--- config.mk ---
export PLATFORM = sky130hd
export DESIGN_NAME = pkt_rx_fsm
export DESIGN_NICKNAME = d
export VERILOG_FILES = /design/src/rtl/pkt_rx_pkg.sv /design/src/rtl/pkt_rx_fsm.sv
export SDC_FILE = /design/constraint.sdc
export NUM_CORES = 1
export LEC_CHECK = 0
export CAP_MARGIN = 20
export CORE_MARGIN = 2
export CORE_UTILIZATION = 45
export CTS_CLUSTER_DIAMETER = 30
export DETAILED_ROUTE_END_ITERATION = 6
export PLACE_DENSITY = 0.74
export SYNTH_ARGS = -nofsm -noshare
export SYNTH_HDL_FRONTEND = slang
export SYNTH_SLANG_ARGS = --single-unit
--- constraint.sdc ---
create_clock -name clk -period 3.3 [get_ports clk]
set_input_delay 0.825 -clock clk [delete_from_list [all_inputs] [get_ports clk]]
set_output_delay 0.825 -clock clk [all_outputs]
set_load 0.02 [all_outputs]
--- src/rtl/pkt_rx_pkg.sv ---
package pkt_rx_pkg;
    typedef enum logic {
        ST_IDLE,
        ST_BODY
    } rx_state_e;

    localparam logic [15:0] PRN_SEED = 16'hACE1;
endpackage

--- src/rtl/pkt_rx_fsm.sv ---
module pkt_rx_fsm
    import pkt_rx_pkg::*;
#(
    parameter int W = 16
) (
    input  logic         clk,
    input  logic         rst,
    input  logic         accept,
    input  logic         sop,
    input  logic         eop,
    input  logic [W-1:0] data,
    output logic         in_pkt,
    output logic         good,
    output logic         bad
);
    rx_state_e    state_q, state_d;
    logic [W-1:0] cnt_q, cnt_d;
    logic [W-1:0] len_q, len_d;
    logic [W-1:0] exp_q, exp_d;

    always_ff @(posedge clk) begin
        if (rst) begin
            state_q <= ST_IDLE;
            cnt_q   <= '0;
            len_q   <= '0;
            exp_q   <= '0;
        end else begin
            state_q <= state_d;
            cnt_q   <= cnt_d;
            len_q   <= len_d;
            exp_q   <= exp_d;
        end
    end

    always_comb begin
        state_d = state_q;
        cnt_d   = cnt_q;
        len_d   = len_q;
        exp_d   = exp_q;
        good    = 1'b0;
        bad     = 1'b0;
        if (accept) begin
            if (sop) begin
                if (state_q == ST_BODY) bad = 1'b1;
                len_d = data;
                cnt_d = W'(1);
                exp_d = '0;
                if (eop) begin
                    state_d = ST_IDLE;
                    if (data == W'(1)) good = 1'b1;
                    else               bad  = 1'b1;
                end else begin
                    state_d = ST_BODY;
                end
            end else begin
                unique case (state_q)
                    ST_IDLE: bad = 1'b1;
                    ST_BODY: begin
                        if (data != exp_q) bad = 1'b1;
                        exp_d = exp_q + W'(1);
                        cnt_d = cnt_q + W'(1);
                        if (eop) begin
                            state_d = ST_IDLE;
                            if (cnt_q + W'(1) == len_q) good = 1'b1;
                            else                        bad  = 1'b1;
                        end
                    end
                endcase
            end
        end
    end

    assign in_pkt = (state_q == ST_BODY);
endmodule

==> run_results.csv, run 1 <==
group,metric,value,unit
outcome,outcome,"finished, final reports clean",
yosys,synthTopCellsByCount,"nand2_1, dfxtp_1, nor2_1",
power_and_ir_drop,power.total,1.15,mW
die,start_util,46.9,%
yosys,synthCells,358,
yosys,yosysWarnings,0,
power_and_ir_drop,cellLeakagePower,1.35,nW
min_path,min_path_type,"reg -> reg",
drt,wl_per_cell,14.8,µm
yosys,synth_xor_xnor_area_share,15.3,%
power_and_ir_drop,clockPowerShare,32.7,%
yosys,synth-edff-count,0,
clocking,insertion_delay,0.32,ns
yosys,synth_ff_type,"dfxtp_1",
yosys,synthMuxAreaShare,0,%
sta,slew_headroom,46.0,%
yosys,synthSimpleGateAreaFrac,29.6,%
global_route,antenna_found_initial,0,
clocking,clk_path_buf_depth,2,
clocking,h-tree-depth,2,
yosys,synth.cell_area,0.00281,mm²
clocking,clock_sinks,49,
layout,multi_input_area,0.00179,mm²
global_route,grt_pass1_wl,12300,µm
yosys,async_flop_share,0,%
layout,stdcell_count,492,
drt,drt-initial-drc-count,174,
die,rows,28,
layout,postLayoutCellArea,0.00358,mm²
power_and_ir_drop,p_per_area,322,mW/mm²
clocking,cts_tree,"done",
sta,worstMarginPinSlew,0.805,ns
die,core-area,0.00599,mm²
drt,first_pass_iters,4,
worst_setup_path,worstPathMaxFanout,3,
drt,drc,0,
yosys,synth_top_family_by_area,"simple AND/OR/NAND/NOR gates",
die,die-width,83.0,µm
sta,hold_viol_final,0,
sta,period_needed,3.21,ns
drt,drtAntennaViolNets,0,
sta,drv_slew,0,
power_and_ir_drop,switching_share,27.8,%
die,die-area,0.00689,mm²
layout,drive_gt1_share,19.9,%
sta,post-route-period-util,97.1,%
drt,drt-total-wl,7270,µm
layout,syn_to_final_growth,27.4,%
global_route,overflow,0,
global_route,grt_max_degree,36,
drt,num_vias,2755,
place,dp_cells,483,
worst_setup_path,start_kind,"input pin",
power_and_ir_drop,p_int,0.833,mW
power_and_ir_drop,switchingPower,0.321,mW
yosys,yosysMostFrequentCell,"nand2_1",
layout,fin_util,59.7,%
worst_setup_path,end_kind,"primary output",
sta,setup-violations-final,0,
yosys,ys_seq_area_share,34.9,%
place,io_buffers,23,
yosys,synth_cell_types,46,
worst_setup_path,criticalPathCategory,"in -> out",
sta,holdWs,0.475,ns
layout,fillers,526,
yosys,synthTopCellsByArea,"dfxtp_1, xnor2_1, nand2_1, a21oi_1, nor2_1",
place,place_congestion,0.903,
die,ios,24,
sta,skew,0.00934,ns
clocking,cts-root-buf,"clkbuf_8",
layout,regArea,983,µm²
drt,via_per_inst,5.60,
sta,rsz0062_at_grt,"false",
power_and_ir_drop,p_seq_share,53.2,%
layout,num-nets-final,439,
yosys,synth_top_area_share,34.9,%
clocking,clk_pin_slew_worst_paths,0.10,ns
yosys,synth_fa_ha_area_share,0.891,%
yosys,synth_area_leader_cell,"dfxtp_1",
global_route,first_global_vias,2596,
power_and_ir_drop,ir_worst_vdd,0.205,mV
worst_setup_path,worst_ep_arrival_time,2.38,ns
sta,max_freq,312,MHz
yosys,syn_nets,381,
run,cap_violations,0,
power_and_ir_drop,p_comb_share,14.1,%
place,dpl_cell_area,0.00341,mm²
place,detailed_place_hpwl,5300,µm
yosys,synth-compound-area-share,15.7,%
clocking,cts_buffers,5,
die,die_h,83.0,µm
layout,insertedDiodeCount,0,
yosys,ys_ff_latch,49,
global_route,track_usage,21.8,%
yosys,avgSynthCellArea,7.85,µm²
worst_setup_path,critPathRequiredTime,2.47,ns
==> path summary, 6_finish.rpt <==
kind                          startpoint                     end  slack (ns)  depth (start not counted)
setup reg to reg     in_pkt$_SDFFE_PP0P_  exp_q[12]$_SDFFE_PP0P_        1.42                          7
setup / recovery                 data[5]                     bad        0.09                          8
hold reg to reg   len_q[15]$_SDFFE_PP0P_  len_q[15]$_SDFFE_PP0P_        0.48                          2
hold / removal    len_q[15]$_SDFFE_PP0P_  len_q[15]$_SDFFE_PP0P_        0.48                          2
==> cell families after synthesis <==
logic type	after synthesis
adders and majority gates	2
DFF	49
and+or+nand+nor	159
AOI/OAI and AO/OA	75
xor gates and xnor gates	49
buffers and inverters	24
==> layer usage <==
metal  global-route usage, %  routed length [µm]  share of wire, %
met5                       0                   0                 0
met3                    4.87                 371               5.1
met2                    34.3                3370                46
met1                    28.9                3330                46
met4                    9.09                 197               2.7
==> stage by stage <==
| step | setup TNS (ns) | worst slack, ns |
|---|---|---|
| 6_report | 0 | 0.0944 |
| 3_3_place_gp | -0.823 | -0.485 |
| 4_1_cts | 0 | 0.00115 |
| 2_1_floorplan | 0 | 0.212 |
| 3_5_place_dp | -0.765 | -0.459 |
| 5_1_grt | 0 | 0.00277 |
==> worst max-delay path: stages <==
cell	delay [ns]
clkdlybuf4s50_1	0.50
nor4_1	0.26
nand4_1	0.20
a21oi_2	0.20
a21oi_1	0.06
o21ai_1	0.12
o31ai_1	0.07
buf_2	0.16
==> cells in the final DEF, fill, tap and decap left out, types with 3 or more instances in the layout <==
cell type and count:
a22oi_1 5, nand3_1 11, a21oi_1 32, a31oi_1 7
buf_4 51, nand3b_1 4, nand4_2 3, nor3_1 5
nor4_2 4, clkdlybuf4s50_1 14, dfxtp_1 47, nor4_1 4
nand2_1 51, nand4_1 9, or3_1 6, xor2_1 16
nor3_2 4, and3_1 4, nor2_1 38, xnor2_1 33
clkbuf_8 5, nand2b_1 3, o21ai_0 17, dlymetal6s2s_1 7
==> power by group through the flow <==
stage                     Sequential [mW]  Combinational (mW)  Clock [mW]
after floorplan                     0.625              0.0820           0
after global placement              0.626               0.157           0
after detailed placement            0.627               0.159           0
after CTS                           0.613               0.161       0.387
after global routing                0.616               0.179       0.410
final                               0.614               0.162       0.377
==> flip-flops by register name, summed over array words and instances, names as in the netlist <==
name    count
in_pkt      1
cnt_q      16
exp_q      16
len_q      16
==> area by class of cell <==
| cell class | instances | area share [%] |
|---|---|---|
| clock buffers | 5 | 1.92 |
| clock inverters | 3 | 0.594 |
| inverters | 2 | 0.210 |
| multi-input cells | 285 | 50.0 |
| flip-flops and latches | 49 | 27.5 |
| well taps | 75 | 2.62 |
| repair buffers | 73 | 17.2 |
==> repair_timing <==
action | CTS | global route
setup endpoints to repair | 2 | 2
resized for setup | 15 | 18
hold buffers | 0 | 0
pin swaps | 2 | 9
buffers inserted | 0 | 1
No activity file was read; power rests on OpenSTA's default activity.
==> run 2, diff against run 1 <==
--- a/config.mk
+++ b/config.mk
@@ -10,6 +10,7 @@
 export CORE_UTILIZATION = 45
 export CTS_CLUSTER_DIAMETER = 30
 export DETAILED_ROUTE_END_ITERATION = 6
+export MAX_ROUTING_LAYER = met4
 export PLACE_DENSITY = 0.74
 export SYNTH_ARGS = -nofsm -noshare
 export SYNTH_HDL_FRONTEND = slang
==> run 2 against run 1 <==
Against the previous run: routed wire length about the same; setup slack improved by 0.0012 ns; critical path depth fell by 1; flip-flop and latch count stayed put.
==> run_results.csv, run 2 (synthesis gave the netlist of run 1 again) <==
group,metric,value,unit
global_route,antenna_found_initial,0,
clocking,insertion_delay,0.31,ns
place,place_congestion,0.935,
clocking,cts_tree,"done",
layout,fin_util,60.1,%
global_route,overflow,0,
sta,worstMarginPinSlew,0.793,ns
clocking,cts-root-buf,"clkbuf_8",
sta,period_needed,3.20,ns
sta,fin_setup_tns,0,ns
sta,drv_slew,0,
worst_setup_path,rrSetupSlack,1.40,ns
min_path,min_path_type,"reg -> reg",
drt,drt-initial-drc-count,224,
die,die_h,83.0,µm
outcome,outcome,"finished, final reports clean",
power_and_ir_drop,p_per_area,342,mW/mm²
power_and_ir_drop,switchingPower,0.304,mW
sta,max_freq,312,MHz
place,detailed_place_hpwl,5290,µm
worst_setup_path,cpMaxStageDelayCell,"or4_1",
layout,insertedDiodeCount,0,
clocking,postCtsSetupBuffers,0,
die,die-width,83.0,µm
sta,hold_viol_final,0,
power_and_ir_drop,p_seq_share,49.8,%
sta,slew_headroom,46.8,%
worst_setup_path,criticalPathCategory,"reg -> out",
layout,largestRegisters,"cnt_q x16, exp_q x16, len_q x16",
power_and_ir_drop,p_int,0.928,mW
global_route,grt_max_degree,36,
drt,first_pass_iters,4,
worst_setup_path,end_kind,"primary output",
worst_setup_path,max_stage_delay,0.56,ns
die,core-area,0.00599,mm²
power_and_ir_drop,p_comb_share,13.3,%
drt,via_per_inst,5.63,
power_and_ir_drop,cellLeakagePower,1.38,nW
place,io_buffers,23,
die,start_util,46.9,%
die,die-area,0.00689,mm²
worst_setup_path,critPathRequiredTime,2.47,ns
global_route,track_usage,21.8,%
drt,drtAntennaViolNets,0,
clocking,clock_sinks,49,
worst_setup_path,worstPathMaxFanout,8,
drt,num_vias,2755,
power_and_ir_drop,switching_share,24.7,%
sta,skew,0.00906,ns
worst_setup_path,worst_ep_arrival_time,2.38,ns
layout,num-nets-final,436,
drt,drc,0,
clocking,clk_path_buf_depth,2,
sta,setup-violations-final,0,
global_route,grt_pass1_wl,12200,µm
global_route,first_global_vias,2605,
run,cap_violations,0,
sta,post-route-period-util,97.1,%
power_and_ir_drop,ir_worst_vdd,0.218,mV
clocking,clk_pin_slew_worst_paths,0.10,ns
die,rows,28,
drt,wl_per_cell,14.9,µm
power_and_ir_drop,clockPowerShare,36.9,%
layout,drive_gt1_share,18.8,%
clocking,h-tree-depth,2,
layout,final_common_cell,"nand2_1",
drt,drt-total-wl,7270,µm
layout,syn_to_final_growth,28.2,%
layout,final_cell_mix,"nand2_1, dfxtp_1, buf_4",
worst_setup_path,start_kind,"register",
worst_setup_path,path_cells,"ha_2 -> nand3_4 -> or4_1 -> a221oi_2 -> and4_4 -> o2bb2ai_1 -> buf_4",
die,ios,24,
clocking,cts_buffers,5,
[run 2: power groups by stage]
stage,clock network [mW],logic [mW],registers (mW)
finish,0.455,0.164,0.613
detailed placement,0,0.159,0.627
global placement,0,0.157,0.626
CTS,0.464,0.162,0.613
floorplan,0,0.0820,0.625
global route,0.487,0.178,0.615
[run 2: cell type report]
| type | count | area, µm² |
|---|---|---|
| fill | 532 | 2390 |
| timing repair buffer | 70 | 613 |
| inverter | 2 | 7.51 |
| sequential | 49 | 981 |
| clock inverter | 2 | 37.5 |
| clock buffer | 6 | 82.6 |
| multi-input combinational | 285 | 1790 |
| tap | 75 | 93.8 |
[run 2: routing by layer]
metal  track usage [%]  routed length (µm)  up-vias
met3              2.78                 323        9
met1              28.3                3290     1299
met4              7.90                  91        0
li1                  -                   -     1368
met2              35.0                3570       79
met5                 -                   0        -
[run 2: metrics by stage]
step                      setup WS [ns]  power, mW  area, µm²  std cells  hold slack [ns]
after global routing            -0.0157       1.28       3600        489            0.501
after global placement           -0.483      0.784       3400        481            0.455
after floorplan                   0.212      0.707       2810        358            0.448
after CTS                       0.00453       1.24       3530        489            0.480
after detailed placement         -0.455      0.786       3400        481            0.468
final                            0.0956       1.23       3600        489            0.477
[run 2: worst paths after layout]
| path | start | to | cells after the start |
|---|---|---|---|
| worst min register to register | len_q[15]$_SDFFE_PP0P_ | len_q[15]$_SDFFE_PP0P_ | 2 |
| worst max-delay path | cnt_q[0]$_SDFFE_PP0P_ | good | 7 |
| worst min-delay path | len_q[15]$_SDFFE_PP0P_ | len_q[15]$_SDFFE_PP0P_ | 2 |
| worst max register to register | cnt_q[2]$_SDFFE_PP0P_ | cnt_q[13]$_SDFFE_PP0P_ | 8 |
[run 2: critical path: cells and delay by family (launching register included)]
| family | cells | cell delay [ns] |
|---|---|---|
| flip-flops | 1 | 0.35 |
| adder cells (fa/ha/maj) | 1 | 0.21 |
| AO/OA/AOI/OAI | 2 | 0.38 |
| buffers and inverters | 1 | 0.16 |
| AND/OR/NAND/NOR | 3 | 0.97 |
[run 2: what timing repair did]
item | in CTS | in global routing
setup endpoints to repair | 2 | 2
hold buffers | 0 | 0
pin swaps | 4 | 8
resized for setup | 15 | 17
==> run 3, diff against run 2 <==
--- a/config.mk
+++ b/config.mk
@@ -8,7 +8,7 @@
 export CAP_MARGIN = 20
 export CORE_MARGIN = 2
 export CORE_UTILIZATION = 45
-export CTS_CLUSTER_DIAMETER = 30
+export CTS_CLUSTER_DIAMETER = 120
 export DETAILED_ROUTE_END_ITERATION = 6
 export MAX_ROUTING_LAYER = met4
 export PLACE_DENSITY = 0.74
==> results of run 3 <==
The final DEF is identical to that of run 2; final timing and power are the same.
